==> config.mk <==
export PLATFORM = sky130hd
export DESIGN_NAME = evt_two_level_ctrl
export DESIGN_NICKNAME = d
export VERILOG_FILES = /design/src/rtl/evt_pkg.sv /design/src/rtl/evt_lowest_pick.sv /design/src/rtl/evt_sys_stage.sv /design/src/rtl/evt_core_stage.sv /design/src/rtl/evt_regfile.sv /design/src/rtl/evt_two_level_ctrl.sv
export SDC_FILE = /design/constraint.sdc
export NUM_CORES = 2
export LEC_CHECK = 0
export BUFFER_PORTS_ARGS = -buffer_cell sky130_fd_sc_hd__buf_2
export CAP_MARGIN = 10
export CORE_MARGIN = 10
export CORE_UTILIZATION = 48
export CTS_CLUSTER_SIZE = 28
export DETAILED_ROUTE_END_ITERATION = 7
export PLACE_DENSITY = 0.65
export SLEW_MARGIN = 20
export SYNTH_ARGS = -nofsm -noshare
export SYNTH_HDL_FRONTEND = slang
export SYNTH_SLANG_ARGS = --single-unit
==> constraint.sdc <==
create_clock -name clk_i -period 4.4 [get_ports clk_i]
set_clock_uncertainty 0.15 [all_clocks]
set_input_delay 0.22 -clock clk_i [delete_from_list [all_inputs] [get_ports clk_i]]
set_output_delay 0.22 -clock clk_i [all_outputs]
set_load 0.02 [all_outputs]
==> src/rtl/evt_pkg.sv <==
package evt_pkg;
  localparam int LVL_N    = 16;
  localparam int LVL_W    = 4;
  localparam int GP_BASE  = 7;
  localparam int GP_N     = LVL_N - GP_BASE;
  localparam int FIX_N    = GP_BASE;
  localparam int NOMASK_N = 4;
  localparam int FLD_W    = 4;
  localparam int DW       = 32;
  localparam int AW       = 6;
  localparam int FLD_PER_W = DW / FLD_W;

  localparam logic [AW-1:0] A_SMASK = 6'h00;
  localparam logic [AW-1:0] A_WAKE  = 6'h01;
  localparam logic [AW-1:0] A_STAT  = 6'h02;
  localparam logic [AW-1:0] A_CEN   = 6'h03;
  localparam logic [AW-1:0] A_LAT   = 6'h04;
  localparam logic [AW-1:0] A_PEND  = 6'h05;
  localparam logic [AW-1:0] A_ROUTE = 6'h08;
  localparam logic [AW-1:0] A_VEC   = 6'h10;

  // routing field to general-purpose slot index (0 = level 7 .. 8 = level 15)
  function automatic logic [LVL_W-1:0] route_slot(input logic [FLD_W-1:0] fld);
    return (fld > FLD_W'(GP_N - 1)) ? LVL_W'(GP_N - 1) : LVL_W'(fld);
  endfunction
endpackage

==> src/rtl/evt_lowest_pick.sv <==
module evt_lowest_pick #(
  parameter int N = 16,
  parameter int W = 4
) (
  input  logic [N-1:0] vec_i,
  output logic         any_o,
  output logic [W-1:0] idx_o
);
  always_comb begin
    any_o = |vec_i;
    idx_o = '0;
    for (int i = N - 1; i >= 0; i--) begin
      if (vec_i[i]) idx_o = W'(i);
    end
  end
endmodule

==> src/rtl/evt_sys_stage.sv <==
module evt_sys_stage
  import evt_pkg::*;
#(
  parameter int NSRC = 32
) (
  input  logic                  clk_i,
  input  logic                  rst_ni,
  input  logic [NSRC-1:0]       src_req_i,
  input  logic [NSRC-1:0]       smask_i,
  input  logic [NSRC-1:0]       wake_en_i,
  input  logic [NSRC*FLD_W-1:0] route_i,
  output logic [NSRC-1:0]       status_o,
  output logic [GP_N-1:0]       gp_req_o,
  output logic                  wake_o
);
  logic [NSRC-1:0] sts_d, sts_q;

  assign sts_d = src_req_i;

  always_ff @(posedge clk_i or negedge rst_ni) begin
    if (!rst_ni) sts_q <= '0;
    else         sts_q <= sts_d;
  end

  always_comb begin
    gp_req_o = '0;
    for (int i = 0; i < NSRC; i++) begin
      if (sts_q[i] && smask_i[i]) gp_req_o[route_slot(route_i[i*FLD_W +: FLD_W])] = 1'b1;
    end
  end

  assign status_o = sts_q;
  assign wake_o   = |(sts_q & wake_en_i);
endmodule

==> src/rtl/evt_core_stage.sv <==
module evt_core_stage
  import evt_pkg::*;
(
  input  logic             clk_i,
  input  logic             rst_ni,
  input  logic [LVL_N-1:0] set_i,
  input  logic [LVL_N-1:0] en_i,
  input  logic             ack_i,
  input  logic             ret_i,
  output logic [LVL_N-1:0] lat_o,
  output logic [LVL_N-1:0] pend_o,
  output logic             disp_o,
  output logic [LVL_W-1:0] lvl_o
);
  logic [LVL_N-1:0] lat_q, lat_d, pend_q, pend_d;
  logic             win_any, pend_any, take, lat_en, pend_en;
  logic [LVL_W-1:0] win_lvl, pend_top;

  evt_lowest_pick #(.N(LVL_N), .W(LVL_W)) u_win (
    .vec_i(lat_q & en_i), .any_o(win_any), .idx_o(win_lvl));

  evt_lowest_pick #(.N(LVL_N), .W(LVL_W)) u_top (
    .vec_i(pend_q), .any_o(pend_any), .idx_o(pend_top));

  assign disp_o = win_any && (!pend_any || (win_lvl < pend_top));
  assign take   = ack_i && disp_o;

  always_comb begin
    lat_en = take || (|set_i);
    lat_d  = lat_q;
    if (take) lat_d[win_lvl] = 1'b0;
    lat_d = lat_d | set_i;
  end

  always_comb begin
    pend_en = take || (ret_i && pend_any);
    pend_d  = pend_q;
    if (ret_i && pend_any) pend_d[pend_top] = 1'b0;
    if (take)              pend_d[win_lvl]  = 1'b1;
  end

  always_ff @(posedge clk_i or negedge rst_ni) begin
    if (!rst_ni) begin
      lat_q  <= '0;
      pend_q <= '0;
    end else begin
      if (lat_en)  lat_q  <= lat_d;
      if (pend_en) pend_q <= pend_d;
    end
  end

  assign lat_o  = lat_q;
  assign pend_o = pend_q;
  assign lvl_o  = win_lvl;
endmodule

==> src/rtl/evt_regfile.sv <==
module evt_regfile
  import evt_pkg::*;
#(
  parameter int NSRC  = 32,
  parameter int VEC_W = 32
) (
  input  logic                  clk_i,
  input  logic                  rst_ni,
  input  logic                  we_i,
  input  logic [AW-1:0]         addr_i,
  input  logic [DW-1:0]         wdata_i,
  output logic [DW-1:0]         rdata_o,
  input  logic [NSRC-1:0]       status_i,
  input  logic [LVL_N-1:0]      lat_i,
  input  logic [LVL_N-1:0]      pend_i,
  input  logic [LVL_W-1:0]      sel_lvl_i,
  output logic [NSRC-1:0]       smask_o,
  output logic [NSRC-1:0]       wake_en_o,
  output logic [LVL_N-1:0]      cen_o,
  output logic [NSRC*FLD_W-1:0] route_o,
  output logic [VEC_W-1:0]      vec_o
);
  localparam int RWORDS = NSRC / FLD_PER_W;

  logic [NSRC-1:0]  smask_q, wake_q;
  logic [LVL_N-1:0] cen_q;
  logic             smask_we, wake_we, cen_we;
  logic [DW-1:0]    route_q [RWORDS];
  logic [VEC_W-1:0] vec_q   [LVL_N];

  assign smask_we = we_i && (addr_i == A_SMASK);
  assign wake_we  = we_i && (addr_i == A_WAKE);
  assign cen_we   = we_i && (addr_i == A_CEN);

  always_ff @(posedge clk_i or negedge rst_ni) begin
    if (!rst_ni) begin
      smask_q <= '0;
      wake_q  <= '0;
      cen_q   <= '0;
    end else begin
      if (smask_we) smask_q <= wdata_i[NSRC-1:0];
      if (wake_we)  wake_q  <= wdata_i[NSRC-1:0];
      if (cen_we)   cen_q   <= wdata_i[LVL_N-1:0];
    end
  end

  for (genvar g = 0; g < RWORDS; g++) begin : g_route
    logic rt_we;
    assign rt_we = we_i && (addr_i == A_ROUTE + AW'(g));
    always_ff @(posedge clk_i or negedge rst_ni) begin
      if (!rst_ni)    route_q[g] <= '0;
      else if (rt_we) route_q[g] <= wdata_i;
    end
    assign route_o[g*DW +: DW] = route_q[g];
  end

  for (genvar g = 0; g < LVL_N; g++) begin : g_vec
    logic vt_we;
    assign vt_we = we_i && (addr_i == A_VEC + AW'(g));
    always_ff @(posedge clk_i or negedge rst_ni) begin
      if (!rst_ni)    vec_q[g] <= '0;
      else if (vt_we) vec_q[g] <= wdata_i[VEC_W-1:0];
    end
  end

  always_comb begin
    rdata_o = '0;
    unique case (addr_i)
      A_SMASK: rdata_o = DW'(smask_q);
      A_WAKE:  rdata_o = DW'(wake_q);
      A_STAT:  rdata_o = DW'(status_i);
      A_CEN:   rdata_o = DW'(cen_q);
      A_LAT:   rdata_o = DW'(lat_i);
      A_PEND:  rdata_o = DW'(pend_i);
      default: begin
        for (int g = 0; g < RWORDS; g++)
          if (addr_i == A_ROUTE + AW'(g)) rdata_o = route_q[g];
        for (int g = 0; g < LVL_N; g++)
          if (addr_i == A_VEC + AW'(g)) rdata_o = DW'(vec_q[g]);
      end
    endcase
  end

  assign smask_o   = smask_q;
  assign wake_en_o = wake_q;
  assign cen_o     = cen_q;
  assign vec_o     = vec_q[sel_lvl_i];
endmodule

==> src/rtl/evt_two_level_ctrl.sv <==
module evt_two_level_ctrl
  import evt_pkg::*;
#(
  parameter int NSRC  = 32,
  parameter int VEC_W = 32
) (
  input  logic               clk_i,
  input  logic               rst_ni,
  input  logic [NSRC-1:0]    src_req_i,
  input  logic [FIX_N-1:0]   fixed_req_i,
  input  logic               irq_ack_i,
  input  logic               irq_ret_i,
  input  logic               reg_we_i,
  input  logic [AW-1:0]      reg_addr_i,
  input  logic [DW-1:0]      reg_wdata_i,
  output logic [DW-1:0]      reg_rdata_o,
  output logic               irq_valid_o,
  output logic [LVL_W-1:0]   irq_level_o,
  output logic [VEC_W-1:0]   irq_vector_o,
  output logic               wake_o
);
  logic [NSRC-1:0]       status_w, smask_w, wake_en_w;
  logic [NSRC*FLD_W-1:0] route_w;
  logic [GP_N-1:0]       gp_req_w;
  logic [LVL_N-1:0]      cen_w, core_en_w, set_w, lat_w, pend_w;

  evt_sys_stage #(.NSRC(NSRC)) u_sys (
    .clk_i(clk_i), .rst_ni(rst_ni), .src_req_i(src_req_i),
    .smask_i(smask_w), .wake_en_i(wake_en_w), .route_i(route_w),
    .status_o(status_w), .gp_req_o(gp_req_w), .wake_o(wake_o));

  assign set_w     = {gp_req_w, fixed_req_i};
  assign core_en_w = cen_w | LVL_N'((1 << NOMASK_N) - 1);

  evt_core_stage u_core (
    .clk_i(clk_i), .rst_ni(rst_ni), .set_i(set_w), .en_i(core_en_w),
    .ack_i(irq_ack_i), .ret_i(irq_ret_i), .lat_o(lat_w), .pend_o(pend_w),
    .disp_o(irq_valid_o), .lvl_o(irq_level_o));

  evt_regfile #(.NSRC(NSRC), .VEC_W(VEC_W)) u_regs (
    .clk_i(clk_i), .rst_ni(rst_ni), .we_i(reg_we_i), .addr_i(reg_addr_i),
    .wdata_i(reg_wdata_i), .rdata_o(reg_rdata_o), .status_i(status_w),
    .lat_i(lat_w), .pend_i(pend_w), .sel_lvl_i(irq_level_o),
    .smask_o(smask_w), .wake_en_o(wake_en_w), .cen_o(cen_w),
    .route_o(route_w), .vec_o(irq_vector_o));
endmodule

# Word level (Yosys, flattened, before mapping)

Index checks and enable logic that the tools add are counted.

Flip-flop bits (word level): 784
Input bits: 82
Output and inout bits: 70
Word-level logic and storage cells: 485

Magnitude comparators: 102
Eq/ne operators: 25
Muxes and demuxes: 191
Bitwise logic cells: 40
Reductions and logical operators: 101

Operators by type and width:

| kind                                                                                 | number |
|---|---|
| 32-bit two-way mux                                                                   | 22 |
| 9-bit two-way mux                                                                    | 32 |
| 9-bit OR                                                                             | 31 |
| 4-bit two-way mux                                                                    | 64 |
| 32-bit one-hot mux with 6 select lines                                               | 1 |
| 4-bit by 5-bit less-than comparator with 1-bit output (second input constant)        | 34 |
| 1-bit demux with 4-bit select                                                        | 34 |
| 4-bit by 1-bit greater-or-equal comparator with 1-bit output (second input constant) | 34 |
| 32-bit binary-select mux with 4-bit select                                           | 1 |
| 4-bit greater-than comparator (second input constant)                                | 32 |
| 6-bit by 5-bit equality test with 1-bit output (second input constant)               | 16 |
| 1-bit logical AND                                                                    | 92 |
| 16-bit AND                                                                           | 3 |
| 16-bit two-way mux                                                                   | 3 |
| 16-bit OR reduction                                                                  | 3 |
| 1-bit two-way mux                                                                    | 34 |
| 32-bit AND                                                                           | 1 |
| 16-bit NOT                                                                           | 2 |
| 16-bit OR                                                                            | 2 |
| 32-bit OR reduction                                                                  | 1 |
| 6-bit by 4-bit equality test with 1-bit output (second input constant)               | 4 |
| 6-bit by 2-bit equality test with 1-bit output (second input constant)               | 2 |
| 6-bit by 3-bit equality test with 1-bit output (second input constant)               | 2 |
| 6-bit by 1-bit equality test with 1-bit output (second input constant)               | 1 |
| 6 further kinds                                                                      | 8 |

# Longest topological paths before layout

Word-level depth: 71
Gate-level depth with buffers: 15
Depth with buffers taken out: 13

# By module

From an unflattened synthesis, not the netlist that was laid out.

Cell total of the unflattened synthesis: 3655
Area total of the unflattened synthesis: 44113.6 um^2

Modules (own cells, without submodules):

| module             | times used | cells each | area an instance (um^2) | seq. area each (um^2) |
|---|---|---|---|---|
| evt_regfile        | 1          | 2869       | 37915.1                 | 18017.3 |
| evt_sys_stage      | 1          | 523        | 3946.3                  | 800.8 |
| evt_core_stage     | 1          | 194        | 1895.6                  | 800.8 |
| evt_lowest_pick    | 2          | 34         | 176.4                   | 0.0 |
| evt_two_level_ctrl | 1          | 1          | 3.8                     | 0.0 |

# Least setup slack after synthesis

Ideal clock, no wire load.

Path kind: register -> output
From: reg u_regs.cen_q[13], in the netlist u_regs.cen_o[13]
To: out irq_valid_o
Arrival time: 3452 ps
Data required time: 4030 ps
Setup slack: 578 ps
Stages on the path, launching flop included: 16
Path buffers: 3
Path through: dfrtp_1 > a22o_1 > o211ai_1 > a311oi_1 > or3_1 > buf_2 > inv_2 > clkbuf_1 > ha_1 > o21ai_0 > nand2b_1 > and3_1 > o41ai_1 > buf_2 > inv_1 > a221oi_1

Word-level cells in the longest chain between the ends: 18
Elaborated cells on any way between the ends: 19
Those cells by class: order compare (1); mux (14); bitwise (1); reduce/logical (3)

Ends and longest elaborated chain:

| item                            | line                     | source |
|---|---|---|
| start: declaration              | evt_regfile.sv:26        | `logic [LVL_N-1:0] cen_q;` |
| start signal: assignment        | evt_regfile.sv:43        | `if (cen_we) cen_q <= wdata_i[LVL_N-1:0];` |
| 16-bit AND                      | evt_core_stage.sv:20     | `.vec_i(lat_q & en_i), .any_o(win_any), .idx_o(win_lvl));` |
| 4-bit two-way mux (14 in a row) | evt_lowest_pick.sv:13    | `if (vec_i[i]) idx_o = W'(i);` |
| named net irq_level_o[1]        | evt_two_level_ctrl.sv:18 | `output logic [LVL_W-1:0] irq_level_o,` |
| 4-bit less-than comparator      | evt_core_stage.sv:25     | `assign disp_o = win_any && (!pend_any \|\| (win_lvl < pend_top));` |
| 1-bit logical OR                | evt_core_stage.sv:25     |  |
| 1-bit logical AND               | evt_core_stage.sv:25     |  |
| end: declaration                | evt_two_level_ctrl.sv:17 | `output logic irq_valid_o,` |

The timed path passes the listed nets, and every way through them passes these cells.

# Worst setup path in the final report

From: reg u_regs.cen_q[5], in the netlist u_regs.cen_o[5]
To: out irq_vector_o[15]

Word-level cells in the longest chain between the ends: 11

Ends and longest elaborated chain:

| item                                                  | line                     | source |
|---|---|---|
| 16-bit AND                                            | evt_core_stage.sv:20     |  |
| 4-bit two-way mux (6 in a row)                        | evt_lowest_pick.sv:13    |  |
| 4-bit NOT with 5-bit output (implied by the code)     | evt_regfile.sv:87        | `assign vec_o = vec_q[sel_lvl_i];` |
| 32-bit binary-select mux with 4-bit select            | evt_regfile.sv:87        |  |
| 32-bit two-way mux (implied by the code) (2 in a row) | evt_regfile.sv:87        |  |
| end: declaration                                      | evt_two_level_ctrl.sv:19 | `output logic [VEC_W-1:0] irq_vector_o,` |

Every way passes these cells. The select of a mux whose other input is x is not followed.

==> results.rst <==
.. list-table::
   :header-rows: 1

   * - Metric
     - Value
   * - Max-slew violations
     - 0
   * - Grt peak-use layer
     - met2
   * - Global-route congestion overflow total
     - 0
   * - Slowest stage cell, crit path
     - sky130_fd_sc_hd__nand2b_1
   * - HP Start
     - src_req_i[28]
   * - Routed wirelength normalized by instance count
     - 39.3 microns
   * - Clock sink count
     - 784
   * - Async set-reset flop share out of synthesis
     - 1.00
   * - Post-synthesis cell area
     - 0.0444 sq mm
   * - Die height
     - 324 microns
   * - Instance area at placement
     - 0.0470 sq mm
   * - Number of instances in the synthesized netlist
     - 4,191
   * - DR pass1 iterations
     - 7
   * - Switching Share
     - 0.340
   * - Violated checks
     - setup timing
   * - Worst Hold Depth
     - 2
   * - Worst path top cell family by delay
     - compound AO/OA/AOI/OAI gates
   * - Yosys warns
     - 0
   * - Final worst slack
     - -0.0531 ns
   * - Wire length of the first global-routing pass
     - 304,000 microns
   * - Commonest non-fill, non-tap cells in the layout
     - 783 x sky130_fd_sc_hd__dfrtp_1, 748 x sky130_fd_sc_hd__mux2_2, 314 x sky130_fd_sc_hd__nand2_1
   * - Number of max-capacitance violations reported
     - 0
   * - Final hold violation count
     - 0
   * - Commonest non-fill, non-tap cell in the layout
     - sky130_fd_sc_hd__dfrtp_1
   * - CTS tree
     - built
   * - Final Setup Violations
     - 2
   * - Vias per cell
     - 7.54
   * - Total vias in the final route
     - 41,900
   * - Library cells used by synthesis
     - 75
   * - Layout net count
     - 4,370
   * - GRT Overall Usage
     - 0.404
   * - Hold Path Class
     - in2reg
   * - Leakage dissipation
     - 22.3 nW
   * - R2R Path End
     - u_core.lat_o[9]
   * - Power share of the clock group
     - 0.364
   * - Register clock-pin slew on the reported worst setup and hold paths
     - 0.06 ns
   * - Highest clock frequency the design can meet
     - 225 MHz
   * - Standard cell core area
     - 0.0917 sq mm
   * - GR met1 Demand/Resource
     - 0.526
   * - Part of the cycle the worst path needs
     - 1.01
   * - Sum of negative setup slack
     - -0.0866 ns
   * - Starting Density
     - 0.484
   * - Minimum clock period after layout
     - 4.45 ns
   * - Synth Area per Inst
     - 10.6 sq um
   * - Critical path endpoint category
     - output port
   * - Clock latency on the worst-skew pair
     - 0.72 ns
   * - Met3 usage
     - 0.158
   * - Met2 track demand over resource in global routing
     - 0.557
   * - Highest net fanout along the worst path
     - 14
   * - Number of clock buffers inserted by TritonCTS
     - 90
   * - Seq cells post-synth
     - 784
   * - Design Power
     - 23.4 mW
   * - Number of cells on the worst reg-to-reg path
     - 12
   * - Filler cells
     - 7,897
   * - Post-route design area
     - 0.0511 sq mm
   * - Clock tree root buffer cell
     - sky130_fd_sc_hd__clkbuf_16
   * - Prevailing post-synth register cell
     - sky130_fd_sc_hd__dfrtp_1
   * - Relative area change from synthesis to final layout
     - 15.1%
   * - Internal power
     - 15.4 mW
   * - Worst endpoint required time
     - 4.03 ns
   * - Boundary pin count
     - 152
   * - Placement Rows
     - 111
   * - Number of nets in the synthesized netlist
     - 4,276
   * - EDFF count, synth
     - 0
   * - Result of the run
     - finished, violations left
   * - Total Wirelength
     - 218,000 microns
   * - H-tree lvl count
     - 3
   * - Power share of the combinational group
     - 0.231
   * - Post-detailed-route count of antenna-violating nets
     - 0
   * - Cell-by-cell trace of the critical path
     - a22o_1 -> o221ai_1 -> nand2b_1 -> buf_4 -> nand4b_1 -> a31oi_1 -> a32oi_1 -> o211ai_1 -> buf_2
   * - Pin count of the biggest net entering global routing
     - 173
   * - Critical Path Start Type
     - flop
   * - Setup slack of the worst register-to-register path
     - 0.55 ns
   * - Register share of total power
     - 0.405
   * - Die W
     - 324 microns
   * - Max-slew headroom
     - 0.162
   * - Total net switching power
     - 7.96 mW
   * - Seq/Total Area, Yosys
     - 0.442
   * - Measured slew at the worst slew-check pin
     - 1.26 ns
   * - Buf+Inv Stages, Crit Path
     - 2
   * - Number of antenna violations at the first check in global routing
     - 17
   * - Drc violations
     - 0
   * - Delay of the slowest cell on the worst path
     - 0.77 ns
   * - Number of global-route vias before repair
     - 39,800
   * - Origin of the critical flop-to-flop path
     - u_regs.cen_o[7]
   * - Data arrival at the endpoint of the critical path
     - 4.08 ns
   * - Gpl congestion
     - 1.12
   * - Worst-case clock buffer depth
     - 3
   * - Share of post-route cells with drive strength above 1
     - 0.310
   * - Critical path start-end classification
     - reg2out
   * - Drt first-iter violations
     - 7,395
   * - Number of buffer cells added on primary ports
     - 151
   * - IR Drop Worst-Case VDD
     - 0.422 mV
   * - Half-perimeter wire length of the detailed placement result
     - 148,000 microns
   * - Hold worst-path end
     - u_sys.status_o[28]
   * - Cell Pwr Density
     - 458 mW/mm^2
   * - Total die area
     - 0.105 sq mm
[per-layer routing]
layer / wire length [microns] / part of all wire
met4: 17500 / 0.080
met3: 32300 / 0.15
met2: 86300 / 0.40
met1: 81700 / 0.37
met5: 214 / 0.00098
[power by group through the flow]
stage	combinational, mW	clock, mW	sequential (mW)
finish	5.40	8.53	9.48
global route	5.61	8.83	9.53
CTS	5.12	8.54	9.37
detailed placement	5.03	0	9.49
global placement	4.97	0	9.47
floorplan	3.33	0	8.87
[worst reg2reg max path, delay by kind of cell (launching register included)]
| family | cells | cell delay (ns) |
|---|---|---|
| adders and majority gates | 1 | 0.31 |
| DFF | 1 | 0.42 |
| buffers and inverters | 1 | 0.14 |
| AOI/OAI and AO/OA | 5 | 1.32 |
| and+or+nand+nor | 5 | 1.36 |
[synthesized netlist by cell type (all sizes together) (32+ instances only)]
cell	count	area (sq um)
o22ai	107	669
nand4	32	200
nand2b	41	257
o211ai	129	968
a221o	44	440
nor3	88	440
nand2	331	1240
o31ai	49	368
nand3	71	360
buf	135	599
a22oi	63	473
mux2	748	8420
a221oi	75	657
mux4	33	743
a31oi	52	325
clkbuf	263	987
nor2b	44	275
nor2	134	503
o21ai	140	701
nand4b	56	490
dfrtp	784	19600
a21oi	186	935
inv	72	270
mux2i	107	1070
[registers in the layout (all words and copies together), names as in the netlist]
signal	count
u_core.lat_o	16
u_core.pend_o	16
u_regs.cen_o	16
u_regs.route_o	128
u_regs.smask_o	32
u_regs.vec_q	512
u_regs.wake_en_o	32
u_sys.status_o	32
[area by class of cell]
type                       instances  area, sq um  share of cell area
clock inverter                    43          709              0.0139
multi-input combinational       2938        23200               0.454
antenna                            6         15.0            0.000294
sequential                       784        19600               0.384
timing repair buffer             398         3130              0.0612
inverter                          73          287             0.00561
tap                             1186         1480              0.0290
clock buffer                     127         2630              0.0516
[kinds of logic (layout without fill, tap and decap cells)]
logic type      Yosys count  after routing  share of synthesized area
compound gates         1102           1102                      0.176
simple gates            943            945                      0.109
mux                     888            888                      0.231
flops                   784            784                      0.442
buf+inv                 471            641                     0.0419
fa+ha+maj                 3              3                   0.000846
other cells               0              6                          0
[metrics by stage]
step	cells	worst slack [ns]	util	hold slack, ns
floorplan	4191	0.578	-	-0.226
global placement	5316	0.553	0.513	0.0307
detailed placement	5316	0.545	0.513	0.0274
CTS	5537	-0.0296	0.555	0.0000827
global route	5549	-0.00101	0.557	0.00545
finish	5555	-0.0531	0.557	0.00515
[worst max-delay path by stage]
stage                startpoint               end  cells past startpoint
2_1_floorplan  u_regs.cen_o[13]       irq_valid_o                     15
3_3_place_gp      reg_addr_i[0]    reg_rdata_o[6]                     10
3_5_place_dp      reg_addr_i[0]    reg_rdata_o[6]                     10
4_1_cts        u_regs.cen_o[14]   irq_vector_o[2]                     10
5_1_grt         u_core.lat_o[5]   irq_vector_o[0]                      9
6_report        u_regs.cen_o[5]  irq_vector_o[15]                      9
[what timing repair did]
item                                    in CTS  in global routing
endpoints found under the setup margin       9                 26
hold endpoints to repair                   677                  0
gates resized for setup                      4                  7
gates cloned                                 0                  3
pin swaps                                    2                  5
hold buffers                                51                  0
setup buffers                                0                  8
No activity file was read; power rests on OpenSTA's default activity.
